==> src/rtl/iq_split_pkg.sv <==
package iq_split_pkg;
  typedef enum logic [1:0] {
    PS_EMPTY  = 2'b00,
    PS_HAVE_I = 2'b01,
    PS_HAVE_Q = 2'b10
  } pair_st_e;

  localparam int unsigned LANE_I = 0;
  localparam int unsigned LANE_Q = 1;
  localparam int unsigned NUM_LANES = 2;
endpackage

==> src/rtl/iq_rst_sync.sv <==
module iq_rst_sync #(
  parameter int unsigned STAGES = 2
) (
  input  logic clk,
  input  logic rst_n,
  output logic rst_sync_n
);
  logic [STAGES-1:0] shreg;

  always_ff @(posedge clk or negedge rst_n) begin
    if (!rst_n) shreg <= '0;
    else        shreg <= {shreg[STAGES-2:0], 1'b1};
  end

  assign rst_sync_n = shreg[STAGES-1];
endmodule

==> src/rtl/iq_hold_reg.sv <==
module iq_hold_reg #(
  parameter int unsigned W = 10
) (
  input  logic         clk,
  input  logic         rst_n,
  input  logic         clr,
  input  logic         en,
  input  logic [W-1:0] d,
  output logic [W-1:0] q
);
  logic [W-1:0] q_nxt;

  always_comb begin
    q_nxt = q;
    if (clr)     q_nxt = '0;
    else if (en) q_nxt = d;
  end

  always_ff @(posedge clk or negedge rst_n) begin
    if (!rst_n) q <= '0;
    else        q <= q_nxt;
  end

  // sleep request empties the holding register
  p_sleep_clear_r7: assert property (@(posedge clk) disable iff (!rst_n)
    clr |=> (q == '0));
endmodule

==> src/rtl/iq_pair_fsm.sv <==
module iq_pair_fsm
  import iq_split_pkg::*;
(
  input  logic clk,
  input  logic rst_n,
  input  logic sleep,
  input  logic wr,
  input  logic sel_q,
  output logic release_pair,
  output logic dup_hit
);
  pair_st_e st, st_nxt;

  always_comb begin
    st_nxt       = st;
    release_pair = 1'b0;
    dup_hit      = 1'b0;
    if (sleep) begin
      st_nxt = PS_EMPTY;
    end else if (wr) begin
      case (st)
        PS_EMPTY:  st_nxt = sel_q ? PS_HAVE_Q : PS_HAVE_I;
        PS_HAVE_I: begin
          if (sel_q) begin
            release_pair = 1'b1;
            st_nxt       = PS_EMPTY;
          end else begin
            dup_hit = 1'b1;
          end
        end
        PS_HAVE_Q: begin
          if (!sel_q) begin
            release_pair = 1'b1;
            st_nxt       = PS_EMPTY;
          end else begin
            dup_hit = 1'b1;
          end
        end
        default:   st_nxt = PS_EMPTY;
      endcase
    end
  end

  always_ff @(posedge clk or negedge rst_n) begin
    if (!rst_n) st <= PS_EMPTY;
    else        st <= st_nxt;
  end

  // the waiting-channel code is never both channels at once
  p_state_code_r2: assert property (@(posedge clk) disable iff (!rst_n)
    $onehot0(st));
  // a repeated I word keeps the block waiting for Q
  p_dup_keeps_wait_r5: assert property (@(posedge clk) disable iff (!rst_n)
    (!sleep && wr && !sel_q && st == PS_HAVE_I) |=> (st == PS_HAVE_I));
  // after a release nothing is left waiting
  p_release_empties_r4: assert property (@(posedge clk) disable iff (!rst_n)
    release_pair |=> (st == PS_EMPTY));
endmodule

==> src/rtl/iq_out_stage.sv <==
module iq_out_stage #(
  parameter int unsigned W = 10
) (
  input  logic         clk,
  input  logic         rst_n,
  input  logic         load,
  input  logic         err_in,
  input  logic [W-1:0] i_in,
  input  logic [W-1:0] q_in,
  output logic [W-1:0] i_out,
  output logic [W-1:0] q_out,
  output logic         vld,
  output logic         err
);
  logic [W-1:0] i_nxt, q_nxt;

  always_comb begin
    i_nxt = i_out;
    q_nxt = q_out;
    if (load) begin
      i_nxt = i_in;
      q_nxt = q_in;
    end
  end

  always_ff @(posedge clk or negedge rst_n) begin
    if (!rst_n) begin
      i_out <= '0;
      q_out <= '0;
      vld   <= 1'b0;
      err   <= 1'b0;
    end else begin
      i_out <= i_nxt;
      q_out <= q_nxt;
      vld   <= load;
      err   <= err_in;
    end
  end

  // valid is a single-cycle pulse
  p_vld_single_r3: assert property (@(posedge clk) disable iff (!rst_n)
    vld |=> !vld);
  // lanes move only together with valid
  p_out_hold_r8: assert property (@(posedge clk) disable iff (!rst_n)
    !vld |-> $stable({i_out, q_out}));
  // error and valid never coincide
  p_err_vld_excl_r5: assert property (@(posedge clk) disable iff (!rst_n)
    !(vld && err));
endmodule

==> src/rtl/iq_split_top.sv <==
module iq_split_top
  import iq_split_pkg::*;
#(
  parameter int unsigned DW         = 10,
  parameter int unsigned SYNC_STAGE = 2
) (
  input  logic          clk,
  input  logic          rst_n,
  input  logic          sleep_rst,
  input  logic          wr_en,
  input  logic          sel_q,
  input  logic [DW-1:0] din,
  output logic [DW-1:0] i_out,
  output logic [DW-1:0] q_out,
  output logic          pair_vld,
  output logic          dup_err
);
  logic          rst_s_n;
  logic          wr_live;
  logic          rel, dup;
  logic [DW-1:0] held [NUM_LANES];
  logic [DW-1:0] lane_src [NUM_LANES];

  iq_rst_sync #(.STAGES(SYNC_STAGE)) u_rst (
    .clk(clk), .rst_n(rst_n), .rst_sync_n(rst_s_n)
  );

  assign wr_live = wr_en && !sleep_rst;

  for (genvar g = 0; g < NUM_LANES; g++) begin : g_lane
    localparam logic LANE_SEL = (g == LANE_Q);
    logic lane_wr;
    assign lane_wr = wr_live && (sel_q == LANE_SEL);

    iq_hold_reg #(.W(DW)) u_hold (
      .clk(clk), .rst_n(rst_s_n), .clr(sleep_rst),
      .en(lane_wr), .d(din), .q(held[g])
    );

    // the completing word is taken straight from the bus
    assign lane_src[g] = lane_wr ? din : held[g];
  end

  iq_pair_fsm u_fsm (
    .clk(clk), .rst_n(rst_s_n), .sleep(sleep_rst),
    .wr(wr_en), .sel_q(sel_q),
    .release_pair(rel), .dup_hit(dup)
  );

  iq_out_stage #(.W(DW)) u_out (
    .clk(clk), .rst_n(rst_s_n), .load(rel), .err_in(dup),
    .i_in(lane_src[LANE_I]), .q_in(lane_src[LANE_Q]),
    .i_out(i_out), .q_out(q_out), .vld(pair_vld), .err(dup_err)
  );

  // a pair only follows an accepted write
  p_vld_after_write_r4: assert property (@(posedge clk) disable iff (!rst_s_n)
    pair_vld |-> $past(wr_en && !sleep_rst));
  // sleep silences both pulses
  p_sleep_quiet_r7: assert property (@(posedge clk) disable iff (!rst_s_n)
    sleep_rst |=> (!pair_vld && !dup_err));
  // without a strobe neither pulse can follow
  p_idle_quiet_r6: assert property (@(posedge clk) disable iff (!rst_s_n)
    !wr_en |=> (!pair_vld && !dup_err));
endmodule

==> config.mk <==
export PLATFORM = sky130hd
export DESIGN_NAME = iq_split_top
export DESIGN_NICKNAME = d
export VERILOG_FILES = /design/src/rtl/iq_split_pkg.sv /design/src/rtl/iq_rst_sync.sv /design/src/rtl/iq_hold_reg.sv /design/src/rtl/iq_pair_fsm.sv /design/src/rtl/iq_out_stage.sv /design/src/rtl/iq_split_top.sv
export SDC_FILE = /design/constraint.sdc
export NUM_CORES = 1
export LEC_CHECK = 0
export BUFFER_PORTS_ARGS = -buffer_cell sky130_fd_sc_hd__buf_2
export CAP_MARGIN = 20
export CORE_MARGIN = 2
export CORE_UTILIZATION = 45
export CTS_BUF_LIST = sky130_fd_sc_hd__clkbuf_16
export DETAILED_ROUTE_END_ITERATION = 16
export PLACE_DENSITY = 0.7
export SYNTH_ARGS = -nofsm -noshare
export SYNTH_HDL_FRONTEND = slang
export SYNTH_HIERARCHICAL = 1
export SYNTH_SLANG_ARGS = --single-unit
==> constraint.sdc <==
create_clock -name clk -period 1.55 [get_ports clk]
set_input_delay 0.31 -clock clk [delete_from_list [all_inputs] [get_ports clk]]
set_output_delay 0.31 -clock clk [all_outputs]
set_load 0.005 [all_outputs]
# Yosys cells after proc, flatten, opt, wreduce, memory -nomap -nowiden
# Index checks and enable logic that the tools add are counted.
dict set report classes {
  n_eq_ne 4
  n_mux 18
  n_bitwise 1
  n_reduce_logical 7
}
# cell n
set op_table {}
lappend op_table {{$mux W10} 4}
lappend op_table {{$mux W2} 5}
lappend op_table {{$mux W1} 6}
lappend op_table {{$ne A3 B3 Y1 const B} 2}
lappend op_table {{$pmux W2 S3} 1}
lappend op_table {{$pmux W1 S2} 2}
lappend op_table {{$logic_and A1 B1 Y1} 3}
lappend op_table {{$reduce_and A3 Y1} 1}
lappend op_table {{$eq A2 B1 Y1 const B} 1}
lappend op_table {{$eq A2 B2 Y1 const B} 1}
lappend op_table {{$logic_not A2 Y1} 1}
lappend op_table {{$reduce_bool A2 Y1} 1}
lappend op_table {{$logic_not A1 Y1} 1}
lappend op_table {{$not A1 Y1} 1}
dict set report totals {
  ff_bits 46
  inputBits 15
}

# Logic depth before layout (Yosys ltp)
# Gate-level depths: netlist (run 1).
dict set report depth {
  depth_word 5
  ltp_mapped 6
  depth_no_buf 4
}

# By module
# Netlist (run 1), hierarchy kept.
# mod instances cells_each area_per_inst_um2 seq_area_each_um2
set by_module_without_submodules {}
lappend by_module_without_submodules {iq_out_stage 1 44 873.3 550.5}
lappend by_module_without_submodules {iq_hold_reg 2 32 402.9 250.2}
lappend by_module_without_submodules {iq_split_top 1 25 301.5 0.0}
lappend by_module_without_submodules {iq_pair_fsm 1 15 138.9 50.0}
lappend by_module_without_submodules {iq_rst_sync 1 3 53.8 50.0}

# Least setup slack after synthesis (run 1)
# OpenSTA, ideal clock, no wires.
dict set report synth_timing {
  path_kind {register to register}
  start {register u_fsm.st[0]}
  end {register u_out.i_out[0]}
  setup_ps 125
  t_arrival_ps 1503
  setup_slack_ps -78
  path_stages_with_launch 5
  n_path_buf 1
  synth_period_minus_slack_ps 1628
  path_cell_list {dfrtp_1 > or3b_1 > a21oi_1 > buf_6 > mux2_4}
}
dict set report synth_between {
  elab_chain_len 4
  elab_cells_between_ends 5
  cone_classes {2 x eq/ne; 3 x mux}
}
# item line
set synth_rtl {}
lappend synth_rtl {{start: declaration} iq_pair_fsm.sv:12} ;# pair_st_e st, st_nxt;
lappend synth_rtl {{start signal: assignment} iq_pair_fsm.sv:46} ;# else st <= st_nxt;
lappend synth_rtl {{$eq A2 B2 Y1 / $eq A2 B1 Y1 (equally long branches)} iq_pair_fsm.sv:21} ;# case (st)
lappend synth_rtl {{$pmux W1 S2 (*)} iq_pair_fsm.sv:21}
lappend synth_rtl {{$mux W1 (*)} iq_pair_fsm.sv:20} ;# end else if (wr) begin
lappend synth_rtl {{$mux W1 (*)} iq_pair_fsm.sv:18} ;# if (sleep) begin
lappend synth_rtl {{net rel} iq_split_top.sv:20} ;# logic rel, dup;
lappend synth_rtl {{end signal: assignment} iq_out_stage.sv:33} ;# i_out <= i_nxt;
lappend synth_rtl {{end: declaration} iq_out_stage.sv:10} ;# output logic [W-1:0] i_out,
# Mark *: on every way through the listed nets, which the timed path passes. The rest lies on a longest branch.
# A chain may end at the register's enable or synchronous reset.

# Final worst setup path (run 1)
dict set report layout_timing {
  start {register u_fsm.st[1]}
  end {register u_out.i_out[8]}
}
# Same word-level chain as after synthesis.

==> results of run 1 <==
-- worst max-delay path by stage --
stage,start,cells past startpoint,slack [ns],to
after CTS,u_fsm/st[1],5,-0.09,u_out/i_out[9]
final,u_fsm/st[1],6,-0.10,u_out/i_out[8]
after floorplan,u_fsm/st[0],4,0.001,u_out/i_out[0]
after global placement,sel_q,5,-0.13,u_out/i_out[8]
after global routing,u_fsm/st[1],6,-0.14,u_out/q_out[5]
after detailed placement,sel_q,5,-0.18,u_out/i_out[3]
-- power by group through the flow --
| stage | combinational, W | clock, W | sequential, W |
|---|---|---|---|
| floorplan | 0.000215 | 0 | 0.00138 |
| global placement | 0.000379 | 0 | 0.00137 |
| detailed placement | 0.000395 | 0 | 0.00137 |
| CTS | 0.000411 | 0.00103 | 0.00135 |
| global route | 0.000444 | 0.00106 | 0.00136 |
| finish | 0.000409 | 0.000982 | 0.00135 |
-- metal layers --
metal | vias to the layer above | routed length (um)
li1 | 629 | -
met1 | 657 | 1770
met2 | 26 | 2210
met3 | 7 | 138
met4 | 0 | 85
met5 | - | 0
-- cell families (layout without fill, tap and decap cells) --
kind of cell / after synthesis / count (layout) / synth area share, %
other cells: 1 / 1 / 0.173
buf+inv: 9 / 65 / 3.45
mux: 60 / 60 / 34.9
simple gates: 31 / 31 / 7.54
compound gates: 4 / 4 / 0.921
flops: 46 / 46 / 53.0
-- cells in the mapped netlist --
cell / count / area (um^2)
nand2b_1: 2 / 12.5
conb_1: 1 / 3.75
buf_4: 1 / 7.51
a21oi_1: 4 / 20.0
inv_1: 1 / 3.75
nand3b_1: 4 / 30.0
dfrtp_1: 46 / 1150
nor3b_2: 1 / 12.5
mux2i_1: 20 / 200
or2b_1: 1 / 7.51
buf_1: 2 / 7.51
buf_6: 5 / 56.3
nor2_1: 20 / 75.1
or3b_1: 3 / 26.3
mux2_4: 29 / 435
mux2_2: 11 / 124
-- per-stage QoR --
stage	setup WS (ns)	area, um^2	cells	total power [W]	utilization, %
after detailed placement	-0.181	2520	246	0.00177	53.6
after CTS	-0.0881	2720	260	0.00279	58.0
after global routing	-0.141	2740	261	0.00286	58.4
after global placement	-0.128	2520	246	0.00175	53.6
final	-0.102	2740	261	0.00274	58.4
after floorplan	0.00113	2180	151	0.00159	-
-- cell type report --
type / count / area [um^2]
fill: 376 / 1950
sequential: 46 / 1150
multi-input combinational: 96 / 967
timing repair buffer: 56 / 413
clock buffer: 5 / 125
tap: 54 / 67.6
clock inverter: 3 / 11.3
inverter: 1 / 3.75
-- registers in the layout, summed over array words and instances (netlist names) --
| register | count |
|---|---|
| u_out/err | 1 |
| u_out/i_out | 10 |
| u_out/vld | 1 |
| u_out/q_out | 10 |
| u_fsm/st | 2 |
| g_lane.u_hold/q | 20 |
| u_rst/shreg | 2 |
-- cells in the final DEF, fill, tap and decap left out --
master	instances
nand3b_1	4
nor3b_4	1
or3b_4	1
mux2i_1	20
mux2_2	11
a21oi_4	1
dfrtp_2	1
nand2b_1	2
a21oi_1	3
or3b_1	2
dfrtp_1	45
dlygate4sd3_1	1
buf_4	13
conb_1	1
nor2_1	20
or2b_1	1
clkbuf_16	6
buf_12	5
inv_1	4
mux2_4	29
buf_2	36
-- what timing repair did --
action | in CTS | in global routing
hold buffers | 1 | 0
buffers inserted | 4 | 1
pin swaps | 1 | 1
resized for setup | 2 | 3
hold endpoints to repair | 2 | 0
endpoints found under the setup margin | 20 | 20
cloned | 1 | 1
==> qor.yml, run 1 <==
run_status:
  outcome: "finished, violations left"
  violations: "setup timing"
layout:
  syn_to_final_growth_pct: 26.1
  n_antenna_cell: 0
  drive_above_1_share_pct: 50.2
  fin_nets: 221
detailed_routing:
  drtPass1Iterations: 4
  drtIter0Drc: 41
  drc: 0
  viasPerCell: 5.05
  vias: 1319
  drtAntennaViolNets: 0
  wl_per_cell_um: 16.1
  wl_um: 4200
global_route:
  grt_max_degree: 30
  grt_pass1_wl_um: 6910
  gr-usage-met2_pct: 30.1
  grt_pass1_vias: 1437
  antenna_found_initial: 0
  grt_util_met1_pct: 20.6
  use_met3_pct: 3.70
  track_usage_pct: 17.4
  top_usage_layer: "met2"
  grt-ovfl-total: 0
die:
  die_y_um: 73.5
  initial_core_util_pct: 46.3
  core_um2: 4690
  die_x_um: 73.5
  std_cell_rows: 25
  dieArea_um2: 5400
  io_pins: 37
logic_synthesis:
  ys_types: 16
  synth_fp_nets: 166
  syn_area_um2: 2170
  netlist_instances: 151
  syn_area_per_cell_um2: 14.4
  ys_seq_elements: 46
  ys_warn_count: 6
  ys_seq_area_share_pct: 53.0
timing:
  slew_violations: 0
  worst_slack_ns: -0.102
  rsz0062_at_grt: "yes"
  fin_skew_ns: 0.00396
  hold_slack_ns: 0.189
  fmax_mhz: 605
  finalCritPeriodShare_pct: 107
  fin_crit_ns: 1.65
  setup_viol: 20
  hold_viol_final: 0
  tns_ns: -1.83
worst_setup_path:
  reg2reg_setup_slack_ns: -0.10
  crit_family: "buffers and inverters"
  start_kind: "flop"
  critPathMaxStageDelay_ns: 0.40
  reg2reg_from: "u_fsm/st[1]"
  crit_chain: "buf_4, nand3b_1, a21oi_4, buf_4, buf_12, mux2_4"
  cp.required_ns: 1.72
  end_kind: "flop"
  crit_fanout: 11
  cp_slowest_cell: "dfrtp_1"
  worstSetupPathType: "flop to flop"
  cp.arrival_ns: 1.82
  cp_num_buf_inv: 3
  reg2reg_depth: 6
  r2r-end: "u_out/i_out[8]"
  cpMostUsedCell: "buf_4"
power:
  clkPwrFrac_pct: 35.9
  p_sw_w: 0.000618
  p_seq_share_pct: 49.2
  sw_frac_of_total_pct: 22.6
  ir_drop_v: 0.000605
  power.leakage_nw: 1.39
  powerDensity_nw_per_um2: 999
  pwr-share-comb_pct: 14.9
  internal-power_w: 0.00212
place:
  place.gp.congestion: 0.677
  io_buffer_count: 36
  dp_hpwl_um: 2770
clocking:
  cts.sinks: 46
  cts_max_level: 2
  clockBufferDepth: 2
  numCtsBuffers: 5
  clkLatencyLatePin_ns: 0.28
  clk_pin_slew_ns: 0.06
  cts_root_buf: "clkbuf_16"
  cts_tree: "yes"
hold_path:
  worstHoldPathType: "flop to async pin"
run:
  cap_viol_max_count: 0
(Power assumes the default switching activity.)
==> run 2, diff against run 1 <==
- clock period: 1.55 -> 1.8 ns (I/O delays scaled with it)
==> run 2 against run 1 <==
The flow now finishes without violations. Cell count decreased by 4.6%. Worst setup slack better by 0.23 ns. Total power fell by 15%. Cell area shrank 4.8%. Core utilization decreased by 2.8 points. Combinational power fell by 18%. Hold slack improved by 0.14 ns. Via count decreased by 3.5%. Wire length down 5.9%. Largest cell class unchanged.
==> qor.yml, run 2 (synthesis results as in run 1) <==
layout:
  regMostFlops: "g_lane.u_hold/q"
  post-route-util_pct: 55.6  # -2.8 points
  stdcell_area_um2: 2610  # -4.8%
  final_cell_mix: "45 x dfrtp_1, 36 x buf_2, 29 x mux2_4, 20 x mux2i_1, 20 x nor2_1"
  biggestRegsByFlops: "g_lane.u_hold/q: 20 flops, u_out/i_out: 10 flops, u_out/q_out: 10 flops"
  multiInputGateArea_um2: 965  # -0.26%
  layout_commonest_cell: "dfrtp_1"
  seq_area_um2: 1150  # unchanged
  fin_nets: 210  # -5.0%
  largest_reg_flops: 20  # unchanged
  drive_above_1_share_pct: 47.2  # -3.1 points
  nFillCells: 388  # +3.2%
  n_antenna_cell: 0  # unchanged
  syn_to_final_growth_pct: 20.0
worst_setup_path:
  cp.arrival_ns: 1.83  # about the same
  crit_family: "flip-flops"
  crit_fanout: 21  # +10
  crit_chain: "or3b_1, a21oi_4, buf_12, mux2_4"
  start_kind: "flop"
  cp_num_buf_inv: 1  # -2
  cp_slowest_cell: "dfrtp_1"
  end_kind: "flop"
  cp.required_ns: 1.96  # +0.24 ns
  critPathMaxStageDelay_ns: 0.42  # +0.02 ns
  worstSetupPathType: "flop to flop"
die:
  core_um2: 4690  # unchanged
  initial_core_util_pct: 46.3  # unchanged
  io_pins: 37  # unchanged
  die_y_um: 73.5  # unchanged
  std_cell_rows: 25  # unchanged
  die_x_um: 73.5  # unchanged
  dieArea_um2: 5400  # unchanged
clocking:
  clk_pin_slew_ns: 0.06  # about the same
  cts_max_level: 2  # unchanged
  numCtsBuffers: 5  # unchanged
  cts_tree: "yes"
  clockBufferDepth: 2  # unchanged
  clkLatencyLatePin_ns: 0.28  # about the same
  cts.sinks: 46  # unchanged
  cts_root_buf: "clkbuf_16"
timing:
  worstMarginPinSlew_ns: 0.546
  setup_viol: 0  # -100%
  slew_headroom_pct: 63.6
  fin_crit_ns: 1.67  # +0.0210 ns
  hold_viol_final: 0  # unchanged
  slew_violations: 0  # unchanged
  finalCritPeriodShare_pct: 93.0  # -14 points
  fmax_mhz: 598  # -1.3%
  tns_ns: 0  # +1.83 ns
  rsz0062_at_grt: "no"
  worst_slack_ns: 0.127  # +0.229 ns
  fin_skew_ns: 0.00181  # -0.00215 ns
place:
  place.gp.congestion: 0.800  # +18%
  place_area_um2: 2470  # -2.0%
  place_ws_ns: 0.0345  # +0.215 ns
  io_buffer_count: 36  # unchanged
  dp_hpwl_um: 2760  # -0.37%
global_route:
  grt_pass1_vias: 1337  # -7.0%
  antenna_found_initial: 0  # unchanged
  grt-ovfl-total: 0  # unchanged
  grt_max_degree: 45  # +50%
  track_usage_pct: 16.1  # -1.3 points
  grt_pass1_wl_um: 6560  # -5.1%
detailed_routing:
  drtAntennaViolNets: 0  # unchanged
  vias: 1273  # -3.5%
  drc: 0  # unchanged
  viasPerCell: 5.11  # +1.2%
  drtIter0Drc: 59  # +44%
  wl_per_cell_um: 15.9  # -1.3%
  drtPass1Iterations: 4  # unchanged
  wl_um: 3950  # -5.9%
power:
  power.leakage_nw: 1.32  # -5.5%
  powerDensity_nw_per_um2: 888  # -11%
  ir_drop_v: 0.000367  # -39%
  power_w: 0.00232  # -15%
run:
  cap_viol_max_count: 0  # unchanged
hold_path:
  worstHoldPathType: "flop to async pin"
run_status:
  outcome: "finished clean"
## run 2: cell types whose count changed in the layout (fill, tap and decap cells not counted)
cell / previous run / this run
buf_12: 5 / 3
or3b_4: 1 / 0
buf_4: 13 / 5
inv_1: 4 / 3
or3b_1: 2 / 3
clkbuf_16: 6 / 5
## run 2: what timing repair did
item                                   4_1_cts  5_1_grt
setup buffers                                0        0
resized for setup                            0        0
endpoints found under the hold margin        2        0
hold buffers                                 1        0
## run 2: power by group
group / switching [W] / total (W) / internal, W
combinational: 0.000137 / 0.000334 / 0.000197
sequential: 0.0000437 / 0.00116 / 0.00111
clock: 0.000332 / 0.000827 / 0.000495
total: 0.000513 / 0.00232 / 0.00180
## run 2: through the flow
step	hold WS, ns	instances
after floorplan	0.0644	151
after global placement	0.145	241
after detailed placement	0.148	241
after CTS	0.363	249
after global routing	0.386	249
final	0.330	249
## run 2: area by class of cell
type,instances,area share [%]
Clock buffer,5,4.80
Sequential cell,46,44.2
Multi-Input combinational cell,96,37.0
Timing Repair Buffer,45,11.0
Tap cell,54,2.59
Inverter,1,0.144
Clock inverter,2,0.288
## run 2: worst reg2reg max path, delay by kind of cell (launching register included)
kind                   cells  cell delay [ns]
AOI/OAI and AO/OA          1             0.19
muxes                      1             0.33
buffers and inverters      1             0.21
DFF                        1             0.42
and+or+nand+nor            1             0.41
## run 2: final timing paths
kind / from / to / slack, ns / depth (start not counted)
max in group asynchronous: u_rst/shreg[1] / g_lane[1].u_hold/q[1] / 1.09 / 1
worst min-delay path: u_rst/shreg[1] / g_lane[0].u_hold/q[3] / 0.33 / 1
worst max register to register: u_fsm/st[0] / u_out/i_out[2] / 0.13 / 4
worst min register to register: u_rst/shreg[1] / g_lane[0].u_hold/q[3] / 0.33 / 1
min in group clk: u_rst/shreg[0] / u_rst/shreg[1] / 0.36 / 0
worst max-delay path: u_fsm/st[0] / u_out/i_out[2] / 0.13 / 4
## run 2: per-layer routing
layer	share of wire, %	global-route usage (%)
met1	45	21.6
met2	49	25.5
met3	4.1	4.80
met4	1.2	4.85
met5	0	0
==> run 3, diff against run 2 <==
- MAX_ROUTING_LAYER: not set -> met4
==> run 3 against run 2 <==
Cell area did not move. Non-clock buffer count did not move. Combinational power barely moved. Die area did not move. Clock skew rose by 0.0022 ns. Count of clock-buffer cells in the layout did not move. Sequential power barely moved. Hold slack barely moved. Global-route usage rose by 0.51 points. Sequential cell count did not move. Largest cell class unchanged.
==> qor.yml, run 3 (synthesis results as in run 1) <==
layout:
  instances_no_fill: 249  # unchanged
  final_cell_mix: "45 x dfrtp_1, 36 x buf_2, 29 x mux2_4, 20 x mux2i_1, 20 x nor2_1"
  layout_commonest_cell: "dfrtp_1"
  syn_to_final_growth_pct: 20.0  # unchanged
  biggestRegsByFlops: "g_lane.u_hold/q: 20 flops, u_out/i_out: 10 flops, u_out/q_out: 10 flops"
  drive_above_1_share_pct: 47.2  # unchanged
  largest_reg_flops: 20  # unchanged
  n_antenna_cell: 0  # unchanged
  fin_nets: 210  # unchanged
  regMostFlops: "g_lane.u_hold/q"
timing:
  rsz0062_at_grt: "no"
  slew_violations: 0  # unchanged
  setup_viol: 0  # unchanged
  tns_ns: 0  # unchanged
  fmax_mhz: 598  # about the same
  finalCritPeriodShare_pct: 93.0  # about the same
  worstMarginPinSlew_ns: 0.547  # +0.000817 ns
  fin_skew_ns: 0.00403  # +0.00222 ns
  fin_crit_ns: 1.67  # +0.000323 ns
  slew_headroom_pct: 63.6  # about the same
  hold_viol_final: 0  # unchanged
  worst_slack_ns: 0.126  # -0.000323 ns
die:
  core_um2: 4690  # unchanged
  dieArea_um2: 5400  # unchanged
  io_pins: 37  # unchanged
  std_cell_rows: 25  # unchanged
  die_y_um: 73.5  # unchanged
  initial_core_util_pct: 46.3  # unchanged
  die_x_um: 73.5  # unchanged
global_route:
  grt_pass1_vias: 1337  # unchanged
  grt-ovfl-total: 0  # unchanged
  track_usage_pct: 16.7  # +0.51 points
  antenna_found_initial: 0  # unchanged
  grt_max_degree: 45  # unchanged
  grt_pass1_wl_um: 6560  # about the same
clocking:
  post_cts_resized: 0  # unchanged
  cts.sinks: 46  # unchanged
  numCtsBuffers: 5  # unchanged
  clk_pin_slew_ns: 0.06  # about the same
  cts_tree: "yes"
  clkLatencyLatePin_ns: 0.28  # about the same
  cts_max_level: 2  # unchanged
  cts_root_buf: "clkbuf_16"
  clockBufferDepth: 2  # unchanged
place:
  place.gp.congestion: 0.812  # +1.4%
  dp_hpwl_um: 2760  # unchanged
  place_ws_ns: 0.0345  # unchanged
  placed_cells: 241  # unchanged
  io_buffer_count: 36  # unchanged
run:
  cap_viol_max_count: 0  # unchanged
worst_setup_path:
  start_kind: "flop"
  crit_chain: "or3b_1, a21oi_4, buf_12, mux2_4"
  crit_family: "flip-flops"
  reg2reg_from: "u_fsm/st[0]"
  cp_slowest_cell: "dfrtp_1"
  critPathMaxStageDelay_ns: 0.42  # about the same
  cp.required_ns: 1.96  # about the same
  worstSetupPathType: "flop to flop"
  end_kind: "flop"
  crit_fanout: 21  # unchanged
  cp_num_buf_inv: 1  # unchanged
  worstSetupStartpoint: "u_fsm/st[0]"
  cp.arrival_ns: 1.83  # about the same
detailed_routing:
  vias: 1280  # +0.55%
  drtPass1Iterations: 4  # unchanged
  wl_um: 3960  # +0.25%
  drtIter0Drc: 70  # +19%
  drtAntennaViolNets: 0  # unchanged
  viasPerCell: 5.14  # +0.55%
  wl_per_cell_um: 15.9  # +0.25%
  drc: 0  # unchanged
hold_path:
  worstHoldPathType: "flop to async pin"
power:
  power_w: 0.00232  # +0.23%
  power.leakage_nw: 1.32  # unchanged
  ir_drop_v: 0.000370  # +0.78%
  powerDensity_nw_per_um2: 890  # +0.23%
run_status:
  outcome: "finished clean"
## run 3: cell counts in the layout (fill, tap and decap cells not counted)
Identical to the previous run, type by type.
## run 3: worst reg2reg max path, stage by stage (launching register included)
cell     delay, ns
dfrtp_1       0.42
or3b_1        0.41
a21oi_4       0.19
buf_12        0.22
mux2_4        0.33
## run 3: routing by layer
metal  track usage [%]  vias up  wire length (um)
li1                  -      606                 -
met1              21.9      644              1810
met2              25.4       24              1950
met3              4.53        6               155
met4              4.85        0                46
met5                 -        -                 0
## run 3: final cells by class
cell class / instances / area (um^2)
multi-input cells: 96 / 965
clock buffers: 5 / 125
inverters: 1 / 3.75
fillers: 388 / 2080
clock inverters: 2 / 7.51
repair buffers: 45 / 288
flip-flops and latches: 46 / 1150
well taps: 54 / 67.6
## run 3: what timing repair did
item,4_1_cts,5_1_grt
hold buffers,1,0
endpoints found under the hold margin,2,0
setup buffers,0,0
## run 3: path summary, 6_finish.rpt
| path | endpoint | cells past startpoint | slack (ns) |
|---|---|---|---|
| worst max-delay path | u_out/i_out[2] | 4 | 0.13 |
| min in group clk | u_rst/shreg[1] | 0 | 0.36 |
| max in group asynchronous | g_lane[1].u_hold/q[1] | 1 | 1.09 |
| worst max register to register | u_out/i_out[2] | 4 | 0.13 |
| worst min register to register | g_lane[0].u_hold/q[3] | 1 | 0.33 |
| worst min-delay path | g_lane[0].u_hold/q[3] | 1 | 0.33 |
## run 3: stage by stage
| stage | hold slack [ns] | area, um^2 | util, % |
|---|---|---|---|
| global route | 0.386 | 2610 | 55.6 |
| CTS | 0.363 | 2610 | 55.6 |
| detailed placement | 0.148 | 2470 | 52.6 |
| finish | 0.330 | 2610 | 55.6 |
| floorplan | 0.0644 | 2170 | - |
| global placement | 0.145 | 2470 | 52.6 |
## run 3: report_power, final
| group | total (W) | internal (W) | switching, W |
|---|---|---|---|
| Clock | 0.000833 | 0.000496 | 0.000337 |
| Combinational | 0.000334 | 0.000197 | 0.000137 |
| Sequential | 0.00116 | 0.00111 | 0.0000438 |
| Total | 0.00232 | 0.00180 | 0.000518 |
